### config.mk
export PLATFORM = sky130hd
export DESIGN_NAME = pmc_top
export DESIGN_NICKNAME = d
export VERILOG_FILES = /design/src/rtl/pmc_pkg.sv /design/src/rtl/pmc_addr.sv /design/src/rtl/pmc_age.sv /design/src/rtl/pmc_store.sv /design/src/rtl/pmc_top.sv
export SDC_FILE = /design/constraint.sdc
export NUM_CORES = 1
export LEC_CHECK = 0
export ABC_AREA = 1
export BUFFER_PORTS_ARGS = -buffer_cell sky130_fd_sc_hd__buf_4
export CAP_MARGIN = 5
export CORE_MARGIN = 4
export CORE_UTILIZATION = 61
export CTS_BUF_LIST = sky130_fd_sc_hd__clkbuf_4 sky130_fd_sc_hd__clkbuf_8 sky130_fd_sc_hd__clkbuf_16
export DETAILED_ROUTE_END_ITERATION = 12
export GPL_TIMING_DRIVEN = 0
export HOLD_SLACK_MARGIN = 0.1
export PLACE_DENSITY_LB_ADDON = 0.15
export SLEW_MARGIN = 0
export SYNTH_ARGS = -nofsm -noshare
export SYNTH_HDL_FRONTEND = slang
export SYNTH_SLANG_ARGS = --single-unit
### constraint.sdc
create_clock -name clk -period 4.7 [get_ports clk]
set_input_delay 0.94 -clock clk [delete_from_list [all_inputs] [get_ports clk]]
set_output_delay 0.94 -clock clk [all_outputs]
set_load 0.01 [all_outputs]
### src/rtl/pmc_pkg.sv
package pmc_pkg;

  typedef enum logic {ST_IDLE, ST_FETCH} pmc_state_e;

  // True when an invalidation event covers an entry of the given mode/page.
  function automatic logic pmc_kill(input logic is_exec, input int unsigned vpn,
                                    input int unsigned epp_lo, input logic inv_user,
                                    input logic inv_exec, input logic inv_all);
    logic upper;
    upper = is_exec && (vpn >= epp_lo);
    return inv_all || (inv_user && (!is_exec || upper)) || (inv_exec && is_exec);
  endfunction

endpackage

### src/rtl/pmc_addr.sv
module pmc_addr #(
  parameter int VPN_W  = 7,
  parameter int PPN_W  = 9,
  parameter int EPP_LO = 96,
  localparam int ADDR_W = PPN_W + 1 + VPN_W
) (
  input  logic [VPN_W-1:0]  vpn,
  input  logic              is_exec,
  input  logic              epp_on,
  input  logic [PPN_W-1:0]  user_base,
  input  logic [PPN_W-1:0]  exec_base,
  output logic [ADDR_W-1:0] word_addr
);
  logic upper;

  always_comb begin
    upper = is_exec && epp_on && (int'(vpn) >= EPP_LO);
    if (is_exec && !upper) word_addr = {exec_base, 1'b0, vpn};
    else                   word_addr = {user_base, upper, vpn};
  end
endmodule

### src/rtl/pmc_age.sv
module pmc_age #(
  parameter int N = 8,
  localparam int IDX_W = $clog2(N)
) (
  input  logic             clk,
  input  logic             rst_n,
  input  logic             touch_en,
  input  logic [IDX_W-1:0] touch_idx,
  output logic [IDX_W-1:0] victim_idx
);
  logic [IDX_W-1:0] age_q [N];
  logic [IDX_W-1:0] age_d [N];
  logic [N-1:0]     oldest;

  always_comb begin
    for (int i = 0; i < N; i++) begin
      age_d[i] = age_q[i];
      if (touch_en) begin
        if (IDX_W'(i) == touch_idx)            age_d[i] = '0;
        else if (age_q[i] < age_q[touch_idx])  age_d[i] = age_q[i] + 1'b1;
      end
    end
  end

  always_ff @(posedge clk or negedge rst_n) begin
    if (!rst_n) begin
      for (int i = 0; i < N; i++) age_q[i] <= IDX_W'(i);
    end else if (touch_en) begin
      for (int i = 0; i < N; i++) age_q[i] <= age_d[i];
    end
  end

  always_comb begin
    victim_idx = '0;
    for (int i = 0; i < N; i++) begin
      oldest[i] = (age_q[i] == IDX_W'(N - 1));
      if (oldest[i]) victim_idx = IDX_W'(i);
    end
  end

  AST_ONE_VICTIM: assert property (@(posedge clk) disable iff (!rst_n)
    $countones(oldest) == 1);
endmodule

### src/rtl/pmc_store.sv
module pmc_store
  import pmc_pkg::*;
#(
  parameter int N      = 8,
  parameter int VPN_W  = 7,
  parameter int DATA_W = 16,
  parameter int EPP_LO = 96,
  localparam int IDX_W = $clog2(N)
) (
  input  logic              clk,
  input  logic              rst_n,
  input  logic [VPN_W-1:0]  q_vpn,
  input  logic              q_exec,
  output logic              hit,
  output logic [IDX_W-1:0]  hit_idx,
  output logic [DATA_W-1:0] hit_data,
  input  logic              fill_en,
  input  logic [IDX_W-1:0]  fill_idx,
  input  logic [VPN_W-1:0]  fill_vpn,
  input  logic              fill_exec,
  input  logic [DATA_W-1:0] fill_data,
  input  logic              inv_user,
  input  logic              inv_exec,
  input  logic              inv_all
);
  logic [N-1:0]      vld_q, vld_d, hit_vec;
  logic [VPN_W-1:0]  vpn_q [N];
  logic              ex_q  [N];
  logic [DATA_W-1:0] dat_q [N];
  logic              fill_kill;

  assign fill_kill = pmc_kill(fill_exec, int'(fill_vpn), EPP_LO, inv_user, inv_exec, inv_all);

  for (genvar g = 0; g < N; g++) begin : g_slot
    logic kill_g, wr_g;
    assign hit_vec[g] = vld_q[g] && (vpn_q[g] == q_vpn) && (ex_q[g] == q_exec);
    assign kill_g     = pmc_kill(ex_q[g], int'(vpn_q[g]), EPP_LO, inv_user, inv_exec, inv_all);
    assign wr_g       = fill_en && (fill_idx == IDX_W'(g));
    assign vld_d[g]   = wr_g ? !fill_kill : (vld_q[g] && !kill_g);
  end

  always_ff @(posedge clk or negedge rst_n) begin
    if (!rst_n) vld_q <= '0;
    else        vld_q <= vld_d;
  end

  always_ff @(posedge clk) begin
    for (int i = 0; i < N; i++) begin
      if (fill_en && (fill_idx == IDX_W'(i))) begin
        vpn_q[i] <= fill_vpn;
        ex_q[i]  <= fill_exec;
        dat_q[i] <= fill_data;
      end
    end
  end

  always_comb begin
    hit_idx = '0;
    for (int i = 0; i < N; i++) if (hit_vec[i]) hit_idx = IDX_W'(i);
  end
  assign hit      = |hit_vec;
  assign hit_data = dat_q[hit_idx];

  AST_ONE_HIT: assert property (@(posedge clk) disable iff (!rst_n)
    $onehot0(hit_vec));
  AST_INV_ALL: assert property (@(posedge clk) disable iff (!rst_n)
    inv_all |=> (vld_q == '0));
endmodule

### src/rtl/pmc_top.sv
module pmc_top
  import pmc_pkg::*;
#(
  parameter int N_ENTRIES = 8,
  parameter int VPN_W     = 7,
  parameter int PPN_W     = 9,
  parameter int DATA_W    = 16,
  parameter int EPP_LO    = 96,
  localparam int ADDR_W   = PPN_W + 1 + VPN_W,
  localparam int IDX_W    = $clog2(N_ENTRIES)
) (
  input  logic              clk,
  input  logic              rst_n,
  input  logic              lk_valid,
  input  logic [VPN_W-1:0]  lk_vpn,
  input  logic              lk_exec,
  output logic              lk_ready,
  output logic              rsp_valid,
  output logic              rsp_hit,
  output logic [DATA_W-1:0] rsp_entry,
  output logic              mem_req,
  output logic [ADDR_W-1:0] mem_addr,
  input  logic              mem_ack,
  input  logic [DATA_W-1:0] mem_rdata,
  input  logic              cfg_wr,
  input  logic              cfg_sel,
  input  logic [PPN_W-1:0]  cfg_base,
  input  logic              cfg_epp,
  input  logic              inv_all
);
  pmc_state_e        state_q, state_d;
  logic [PPN_W-1:0]  ubase_q, ebase_q;
  logic              epp_q;
  logic [VPN_W-1:0]  pend_vpn_q, pend_vpn_d;
  logic              pend_ex_q, pend_ex_d;
  logic              drop_q, drop_d;
  logic              req_q, req_d;
  logic [ADDR_W-1:0] addr_q, addr_d;
  logic              rv_q, rv_d, rh_q, rh_d;
  logic [DATA_W-1:0] re_q, re_d;

  logic              accept, lk_hit, fill_en, touch_en, inv_user, inv_exec, pend_kill;
  logic [IDX_W-1:0]  hit_idx, victim_idx, touch_idx;
  logic [DATA_W-1:0] hit_data;
  logic [ADDR_W-1:0] calc_addr;

  assign lk_ready  = (state_q == ST_IDLE);
  assign accept    = lk_valid && lk_ready;
  assign inv_user  = cfg_wr && !cfg_sel;
  assign inv_exec  = cfg_wr && cfg_sel;
  assign pend_kill = pmc_kill(pend_ex_q, int'(pend_vpn_q), EPP_LO, inv_user, inv_exec, inv_all);
  assign fill_en   = (state_q == ST_FETCH) && mem_ack && !drop_q;
  assign touch_en  = (accept && lk_hit) || fill_en;
  assign touch_idx = fill_en ? victim_idx : hit_idx;

  pmc_addr #(.VPN_W(VPN_W), .PPN_W(PPN_W), .EPP_LO(EPP_LO)) addr_i (
    .vpn(lk_vpn), .is_exec(lk_exec), .epp_on(epp_q),
    .user_base(ubase_q), .exec_base(ebase_q), .word_addr(calc_addr));

  pmc_store #(.N(N_ENTRIES), .VPN_W(VPN_W), .DATA_W(DATA_W), .EPP_LO(EPP_LO)) store_i (
    .clk(clk), .rst_n(rst_n), .q_vpn(lk_vpn), .q_exec(lk_exec),
    .hit(lk_hit), .hit_idx(hit_idx), .hit_data(hit_data),
    .fill_en(fill_en), .fill_idx(victim_idx), .fill_vpn(pend_vpn_q),
    .fill_exec(pend_ex_q), .fill_data(mem_rdata),
    .inv_user(inv_user), .inv_exec(inv_exec), .inv_all(inv_all));

  pmc_age #(.N(N_ENTRIES)) age_i (
    .clk(clk), .rst_n(rst_n), .touch_en(touch_en), .touch_idx(touch_idx),
    .victim_idx(victim_idx));

  always_comb begin
    state_d    = state_q;
    pend_vpn_d = pend_vpn_q;
    pend_ex_d  = pend_ex_q;
    drop_d     = drop_q;
    req_d      = req_q;
    addr_d     = addr_q;
    rv_d       = 1'b0;
    rh_d       = rh_q;
    re_d       = re_q;
    if (state_q == ST_IDLE) begin
      if (accept && lk_hit) begin
        rv_d = 1'b1;
        rh_d = 1'b1;
        re_d = hit_data;
      end else if (accept) begin
        state_d    = ST_FETCH;
        req_d      = 1'b1;
        addr_d     = calc_addr;
        pend_vpn_d = lk_vpn;
        pend_ex_d  = lk_exec;
        drop_d     = 1'b0;
      end
    end else begin
      drop_d = drop_q || pend_kill;
      if (mem_ack) begin
        state_d = ST_IDLE;
        req_d   = 1'b0;
        rv_d    = 1'b1;
        rh_d    = 1'b0;
        re_d    = mem_rdata;
      end
    end
  end

  always_ff @(posedge clk or negedge rst_n) begin
    if (!rst_n) begin
      state_q    <= ST_IDLE;
      ubase_q    <= '0;
      ebase_q    <= '0;
      epp_q      <= 1'b0;
      pend_vpn_q <= '0;
      pend_ex_q  <= 1'b0;
      drop_q     <= 1'b0;
      req_q      <= 1'b0;
      addr_q     <= '0;
      rv_q       <= 1'b0;
      rh_q       <= 1'b0;
      re_q       <= '0;
    end else begin
      state_q    <= state_d;
      pend_vpn_q <= pend_vpn_d;
      pend_ex_q  <= pend_ex_d;
      drop_q     <= drop_d;
      req_q      <= req_d;
      addr_q     <= addr_d;
      rv_q       <= rv_d;
      rh_q       <= rh_d;
      re_q       <= re_d;
      if (inv_user) ubase_q <= cfg_base;
      if (inv_exec) begin
        ebase_q <= cfg_base;
        epp_q   <= cfg_epp;
      end
    end
  end

  assign mem_req   = req_q;
  assign mem_addr  = addr_q;
  assign rsp_valid = rv_q;
  assign rsp_hit   = rh_q;
  assign rsp_entry = re_q;

  AST_HIT_FAST: assert property (@(posedge clk) disable iff (!rst_n)
    (lk_valid && lk_ready && lk_hit) |=> (rsp_valid && rsp_hit && !mem_req));
  AST_REQ_HOLD: assert property (@(posedge clk) disable iff (!rst_n)
    (mem_req && !mem_ack) |=> (mem_req && $stable(mem_addr)));
  AST_FILL_RSP: assert property (@(posedge clk) disable iff (!rst_n)
    (mem_req && mem_ack) |=> (rsp_valid && !rsp_hit && rsp_entry == $past(mem_rdata)));
  AST_MISS_BUSY: assert property (@(posedge clk) disable iff (!rst_n)
    (lk_valid && lk_ready && !lk_hit) |=> (mem_req && !lk_ready));
endmodule

==> impl_metrics.yaml, run 1 <==
worst_setup_path:
  crit_path_max_fanout: 10
  worst-endpoint-arrival_ns: 4.42
  critPathSlowestCell: "sky130_fd_sc_hd__dfstp_2"
  timing.rr.end: "age_i.age_q[14]"
  crit_path_end_kind: "flop"
  rr_startpoint: "age_i.age_q[13]"
  start_kind: "flop"
  worstPathCellList: "ha_1 > ha_1 > a21oi_1 > nor2_1 > nor2_1 > o21ai_0 > inv_1 > nand2_1 > nand2_4 > buf_6 > nor2_1 > inv_1 > o22ai_1 > o21bai_1 > o32a_1 > ha_1 > nand2_1 > inv_2 > nand2_1 > nand2_1 > nand2_2 > nand2_2 > nand2_1 > nand2_1"
  path_common_cell: "sky130_fd_sc_hd__nand2_1"
  worst_path_required_ns: 5.15
  worst-r2r-cell-count: 24
  rrSetupSlack_ns: 0.73
  worst-setup-path-type: "reg2reg"
  critical-path-max-stage-delay_ns: 0.58
power:
  switching_share_pct: 29.5
  power.static_leakage_nw: 6.53
  comb_power_share_pct: 20.7
  seq_power_share_pct: 45.5
  power.switching_mw: 2.06
  power.clock.fraction_pct: 33.8
  peak_supply_drop_mv: 0.451
  power.density_mw_per_mm2: 461
  cellInternalPower_mw: 4.93
min_path:
  hold_path.class: "in2async"
clock_network:
  clkLatencyLatePin_ns: 0.57
  post_cts_buffers: 0
  htree_levels: 1
  post_cts.resized_instances: 0
  numClockSinks: 282
  cts_max_path_buffers: 3
  tritoncts.num_buffers: 30
  cts_tree: "done"
  cts.reportedPaths.clkPinSlew_ns: 0.06
  post_cts_hold_buffer_count: 0
  cts.root.buffer_cell: "sky130_fd_sc_hd__clkbuf_16"
timing:
  clock.fmax_mhz: 252
  timing.final.crit_share_pct: 84.4
  fin_worst_skew_ns: 0.0205
  grt_setup_unrepaired: "false"
  finalMaxSlewViolations: 0
  setup_slack_ns: 0.732
  timing.final.setup_violations: 0
  worst_relative_slew_slack_pct: 32.9
  layout_min_cycle_time_ns: 3.97
  finalHoldWorstSlack_ns: 0.286
  timing_worst_slew_pin_value_ns: 1.00
  timing.final.hold_violations: 0
synthesis:
  synth_enable_flop_cells: 192
  asyncSetResetFlopFracSynth_pct: 31.9
  cell_count_after_synthesis: 1323
  ys.flop_type: "sky130_fd_sc_hd__edfxtp_1"
  synth_sequential_area_ratio_pct: 61.3
  syn_avg_cell_area_um2: 9.91
  number_of_synthesis_warnings: 0
  syn-num-nets: 1387
  synth_seq_cells: 282
  synth_area_mm2: 0.0131
  synth.distinct_cells: 47
route:
  ant_nets: 0
  first_drt_iteration_drcs: 819
  routed_wirelength_um: 33200
  routedWlPerCell_um: 19.1
  drc: 0
  dr.pass1.iters: 5
  route.detailed.vias_per_inst: 5.80
  route.vias.total: 10000
final_layout:
  most-common-layout-cells: "318 x sky130_fd_sc_hd__nand2_1, 192 x sky130_fd_sc_hd__edfxtp_1, 116 x sky130_fd_sc_hd__nor2_1"
  synth_to_layout_area_growth_pct: 15.8
  post_route_cells_drive_above_1_share_pct: 16.1
  final_cell_count_no_fill: 1733
  layout_commonest_cell: "sky130_fd_sc_hd__nand2_1"
  antennaDiodeCount: 0
  finish.utilization_pct: 72.0
  fin_nets: 1498
flow_run:
  drv_cap: 0
placed_design:
  detailedPlacementHpwl_um: 21600
  post-place-cells: 1676
  gp_routability_congestion: 0.914
  dp_worst_setup_slack_ns: 0.273
  numPortBuffers: 73
grt:
  number_of_global_route_vias_before_repair: 10200
  first_pass_grt_wire_length_um: 53200
  track_usage_pct: 28.0
  maximum_number_of_pins_on_one_net_before_global_route_repair: 91
  grt_antenna_before_repair: 0
  grt_overflow_total: 0
floorplan:
  chipWidth_um: 155
  pin_count: 78
  initial_utilization_pct: 62.2
  fp.coreArea_mm2: 0.0211
  rows: 53
  floorplan.die_area_mm2: 0.0239
  floorplan.die.height_um: 155
outcome:
  status: "finished clean"
worst max-delay path, delay by kind of cell (launching register included):
kind / cells / cell delay (ns)
AO/OA/AOI/OAI: 5 / 0.96
AND/OR/NAND/NOR: 12 / 1.26
flip-flops: 1 / 0.58
adder cells (fa/ha/maj): 3 / 0.66
buffers and inverters: 4 / 0.40
power by group through the flow:
stage          registers (mW)  clock network (mW)  logic, mW
3_3_place_gp             3.22                   0       1.37
4_1_cts                  3.18                2.39       1.45
6_report                 3.18                2.37       1.45
2_1_floorplan            3.20                   0      0.949
5_1_grt                  3.21                2.50       1.68
3_5_place_dp             3.23                   0       1.44
synth_stat cells, types with 5 or more instances:
master	number	area share, %
sky130_fd_sc_hd__a21oi_1	22	0.84
sky130_fd_sc_hd__buf_2	5	0.19
sky130_fd_sc_hd__buf_4	6	0.34
sky130_fd_sc_hd__clkbuf_1	30	0.86
sky130_fd_sc_hd__dfrtp_1	78	15
sky130_fd_sc_hd__dfstp_2	12	2.4
sky130_fd_sc_hd__edfxtp_1	192	44
sky130_fd_sc_hd__ha_1	23	2.2
sky130_fd_sc_hd__inv_1	112	3.2
sky130_fd_sc_hd__inv_2	22	0.63
sky130_fd_sc_hd__mux2_1	9	0.77
sky130_fd_sc_hd__mux2_2	9	0.77
sky130_fd_sc_hd__nand2_1	318	9.1
sky130_fd_sc_hd__nand2_2	24	1.1
sky130_fd_sc_hd__nand3_1	93	3.5
sky130_fd_sc_hd__nand4_1	8	0.38
sky130_fd_sc_hd__nor2_1	123	3.5
sky130_fd_sc_hd__o211ai_1	14	0.80
sky130_fd_sc_hd__o21ai_0	110	4.2
sky130_fd_sc_hd__o21ai_1	13	0.50
sky130_fd_sc_hd__o22ai_1	39	1.9
sky130_fd_sc_hd__xnor2_1	11	0.73
logic make-up after synthesis:
logic type      after synthesis  share of synthesized area [%]
compound gates              214                           9.25
fa+ha+maj                    23                           2.19
flops                       282                           61.3
simple gates                588                           19.2
buf+inv                     183                           5.59
xor+xnor                     15                           1.00
mux                          18                           1.55
metal layers:
metal  vias up  track usage [%]  wire length, µm
li1       4724                -                -
met1      4777             37.3            13400
met2       464             47.0            16000
met3        84             4.34             2730
met4         0             10.7             1010
met5         -                0                0
worst max-delay path by stage:
stage | startpoint | endpoint | slack [ns] | cells after the start
floorplan | mem_ack | store_i.dat_q[3][0] | 0.73 | 6
global placement | mem_ack | store_i.vpn_q[0][22] | -0.97 | 7
CTS | age_i.age_q[15] | age_i.age_q[14] | 0.78 | 25
detailed placement | lk_vpn[5] | age_i.age_q[9] | 0.27 | 29
global route | age_i.age_q[15] | age_i.age_q[22] | 0.31 | 25
finish | age_i.age_q[13] | age_i.age_q[14] | 0.73 | 24
area by class of cell:
type | count | area, µm²
fill | 1554 | 5900
inverter | 137 | 517
timing repair buffer | 79 | 668
sequential | 282 | 8030
buffer | 46 | 216
clock buffer | 41 | 875
multi-input combinational | 858 | 4400
clock inverter | 15 | 133
tap | 275 | 344
flip-flops by register name, summed over array words and instances, names as in the netlist:
name           cells
age_i.age_q       24
drop_q             1
ebase_q            9
epp_q              1
mem_addr          11
mem_req            1
pend_ex_q          1
pend_vpn_q         6
rsp_entry         16
rsp_hit            1
rsp_valid          1
state_q            1
store_i.dat_q    128
store_i.ex_q       8
store_i.vld_q      8
store_i.vpn_q     56
ubase_q            9
metrics by stage:
| stage | TNS [ns] | power [mW] | cell area (µm²) |
|---|---|---|---|
| final | 0 | 7.00 | 15200 |
| after floorplan | 0 | 4.15 | 13100 |
| after global placement | -23.99 | 4.59 | 14000 |
| after detailed placement | 0 | 4.67 | 14100 |
| after CTS | 0 | 7.02 | 15200 |
| after global routing | 0 | 7.40 | 15200 |
(Power assumes the default switching activity.)
==> inputs of run 2 (changes only) <==
- CORE_UTILIZATION: 61 -> 55
- clock period: 4.7 -> 3.59 ns (I/O delays scaled with it)
==> impl_metrics.yaml, run 2 (same netlist as run 1, synthesis figures left out) <==
worst_setup_path:
  worst-r2r-cell-count: 24
  crit_path_max_fanout: 10
  end_point_of_the_critical_path: "age_i.age_q[15]"
  worst_path_required_ns: 4.02
  rrSetupSlack_ns: 0.26
  worst-setup-path-type: "in2reg"
  worst-endpoint-arrival_ns: 3.81
  crit_path_end_kind: "flop"
  timing.rr.end: "age_i.age_q[15]"
  rr_startpoint: "store_i.ex_q[1][1]"
  critical_path_source: "lk_exec"
  start_kind: "primary input"
floorplan:
  rows: 56
  floorplan.die.height_um: 162
  fp.coreArea_mm2: 0.0235
  chipWidth_um: 162
  initial_utilization_pct: 55.9
  pin_count: 78
  floorplan.die_area_mm2: 0.0264
final_layout:
  largest_registers: "store_i.dat_q x128, store_i.vpn_q x56, age_i.age_q x24"
  antennaDiodeCount: 0
  post_route_cells_drive_above_1_share_pct: 16.8
  largest-register: "store_i.dat_q"
  synth_to_layout_area_growth_pct: 16.9
  fin_nets: 1503
  layout_commonest_cell: "sky130_fd_sc_hd__nand2_1"
  final_cell_count_no_fill: 1782
  max_ffs_per_register: 128
  most-common-layout-cells: "317 x sky130_fd_sc_hd__nand2_1, 192 x sky130_fd_sc_hd__edfxtp_1, 112 x sky130_fd_sc_hd__nor2_1"
clock_network:
  cts.reportedPaths.clkPinSlew_ns: 0.06
  cts.root.buffer_cell: "sky130_fd_sc_hd__clkbuf_16"
  clkLatencyLatePin_ns: 0.55
  numClockSinks: 282
  htree_levels: 1
  tritoncts.num_buffers: 30
  cts_tree: "done"
  cts_max_path_buffers: 3
placed_design:
  dp_worst_setup_slack_ns: -0.786
  detailedPlacementHpwl_um: 21000
  numPortBuffers: 73
  post-place-cells: 1718
  gp_routability_congestion: 0.890
route:
  route.detailed.vias_per_inst: 5.50
  ant_nets: 0
  drc: 0
  first_drt_iteration_drcs: 982
  dr.pass1.iters: 5
  route.vias.total: 9793
  maxUsedRoutingLayer: "met4"
  routed-wl-met2_um: 15100
  routed_wirelength_um: 31700
  routedWlPerCell_um: 17.8
  wirelength_met1_um: 13500
  wl_met3_um: 2590
timing:
  timing.final.crit_share_pct: 94.1
  timing_worst_slew_pin_value_ns: 1.00
  setup_slack_ns: 0.213
  timing.final.hold_violations: 0
  worst_relative_slew_slack_pct: 33.1
  timing.final.setup_violations: 0
  layout_min_cycle_time_ns: 3.38
  fin_worst_skew_ns: 0.0127
  finalMaxSlewViolations: 0
  clock.fmax_mhz: 296
power:
  p_total_mw: 9.24
  peak_supply_drop_mv: 0.436
  power.static_leakage_nw: 6.55
  power.density_mw_per_mm2: 603
grt:
  track_usage_pct: 24.3
  grt_antenna_before_repair: 0
  number_of_global_route_vias_before_repair: 9291
  maximum_number_of_pins_on_one_net_before_global_route_repair: 91
  grt_overflow_total: 0
  first_pass_grt_wire_length_um: 51000
flow_run:
  drv_cap: 0
outcome:
  status: "finished clean"
min_path:
  hold_start: "mem_ack"
  hold_path.class: "in2reg"
-- run 2: through the flow --
step	TNS [ns]	hold WS (ns)	utilization [%]	instance area [µm²]
2_1_floorplan	0	0.422	-	13100
3_3_place_gp	-120.06	0.460	59.9	14100
3_5_place_dp	-18.43	0.468	60.4	14200
4_1_cts	0	0.357	64.9	15200
5_1_grt	-0.0107	0.382	65.3	15300
6_report	0	0.383	65.3	15300
-- run 2: cell type report --
class                           instances  area (µm²)
Buffer                                 46         216
Clock buffer                           33         773
Clock inverter                         23         260
Fill cell                            1802        8140
Inverter                              137         517
Multi-Input combinational cell        858        4460
Sequential cell                       282        8030
Tap cell                              319         399
Timing Repair Buffer                   84         681
-- run 2: worst min-delay path by stage --
| stage | to | slack [ns] | cells after the start |
|---|---|---|---|
| 2_1_floorplan | age_i.age_q[10] | 0.42 | 0 |
| 3_3_place_gp | ubase_q[5] | 0.46 | 2 |
| 3_5_place_dp | rsp_entry[5] | 0.47 | 2 |
| 4_1_cts | state_q | 0.36 | 2 |
| 5_1_grt | store_i.dat_q[2][4] | 0.38 | 1 |
| 6_report | state_q | 0.38 | 2 |
-- run 2: worst max-delay path, cell delays in order --
cell and delay, ns:
sky130_fd_sc_hd__buf_4 0.12, sky130_fd_sc_hd__buf_2 0.19, sky130_fd_sc_hd__o21ai_0 0.30, sky130_fd_sc_hd__nor2_1 0.10
sky130_fd_sc_hd__nand3_1 0.09, sky130_fd_sc_hd__nor2_2 0.05, sky130_fd_sc_hd__nor2_2 0.20, sky130_fd_sc_hd__nand2_1 0.12
sky130_fd_sc_hd__nand2_2 0.17, sky130_fd_sc_hd__nand2_1 0.09, sky130_fd_sc_hd__nand2_2 0.19, sky130_fd_sc_hd__nor2_4 0.08
sky130_fd_sc_hd__inv_1 0.09, sky130_fd_sc_hd__o22ai_1 0.07, sky130_fd_sc_hd__o21bai_1 0.18, sky130_fd_sc_hd__o32a_4 0.26
sky130_fd_sc_hd__ha_1 0.30, sky130_fd_sc_hd__nand2_1 0.08, sky130_fd_sc_hd__inv_2 0.03, sky130_fd_sc_hd__nand2_1 0.05
sky130_fd_sc_hd__nand2_1 0.05, sky130_fd_sc_hd__nand2_2 0.09, sky130_fd_sc_hd__nand2_2 0.07, sky130_fd_sc_hd__nand2_1 0.07
sky130_fd_sc_hd__nand2_1 0.05
-- run 2: power breakdown --
part           total [mW]  leakage (nW)  switching [mW]  internal, mW
Combinational        1.91          3.20            1.17         0.747
Sequential           4.15          2.84           0.269          3.88
Clock                3.17         0.507            1.26          1.92
Total                9.24          6.55            2.70          6.54
-- run 2: routing by layer --
layer / up-vias / global-route usage, %
li1: 4718 / -
met1: 4606 / 35.2
met2: 416 / 39.4
met3: 53 / 3.47
met4: 0 / 6.31
met5: - / 0
-- run 2: timing repair --
item                                   4_1_cts  5_1_grt
gates resized for setup                      5       10
setup buffers                                1        5
hold buffers                                 0        1
endpoints found under the hold margin        0       21
setup endpoints to repair                   24       24
pin swaps                                    0        2
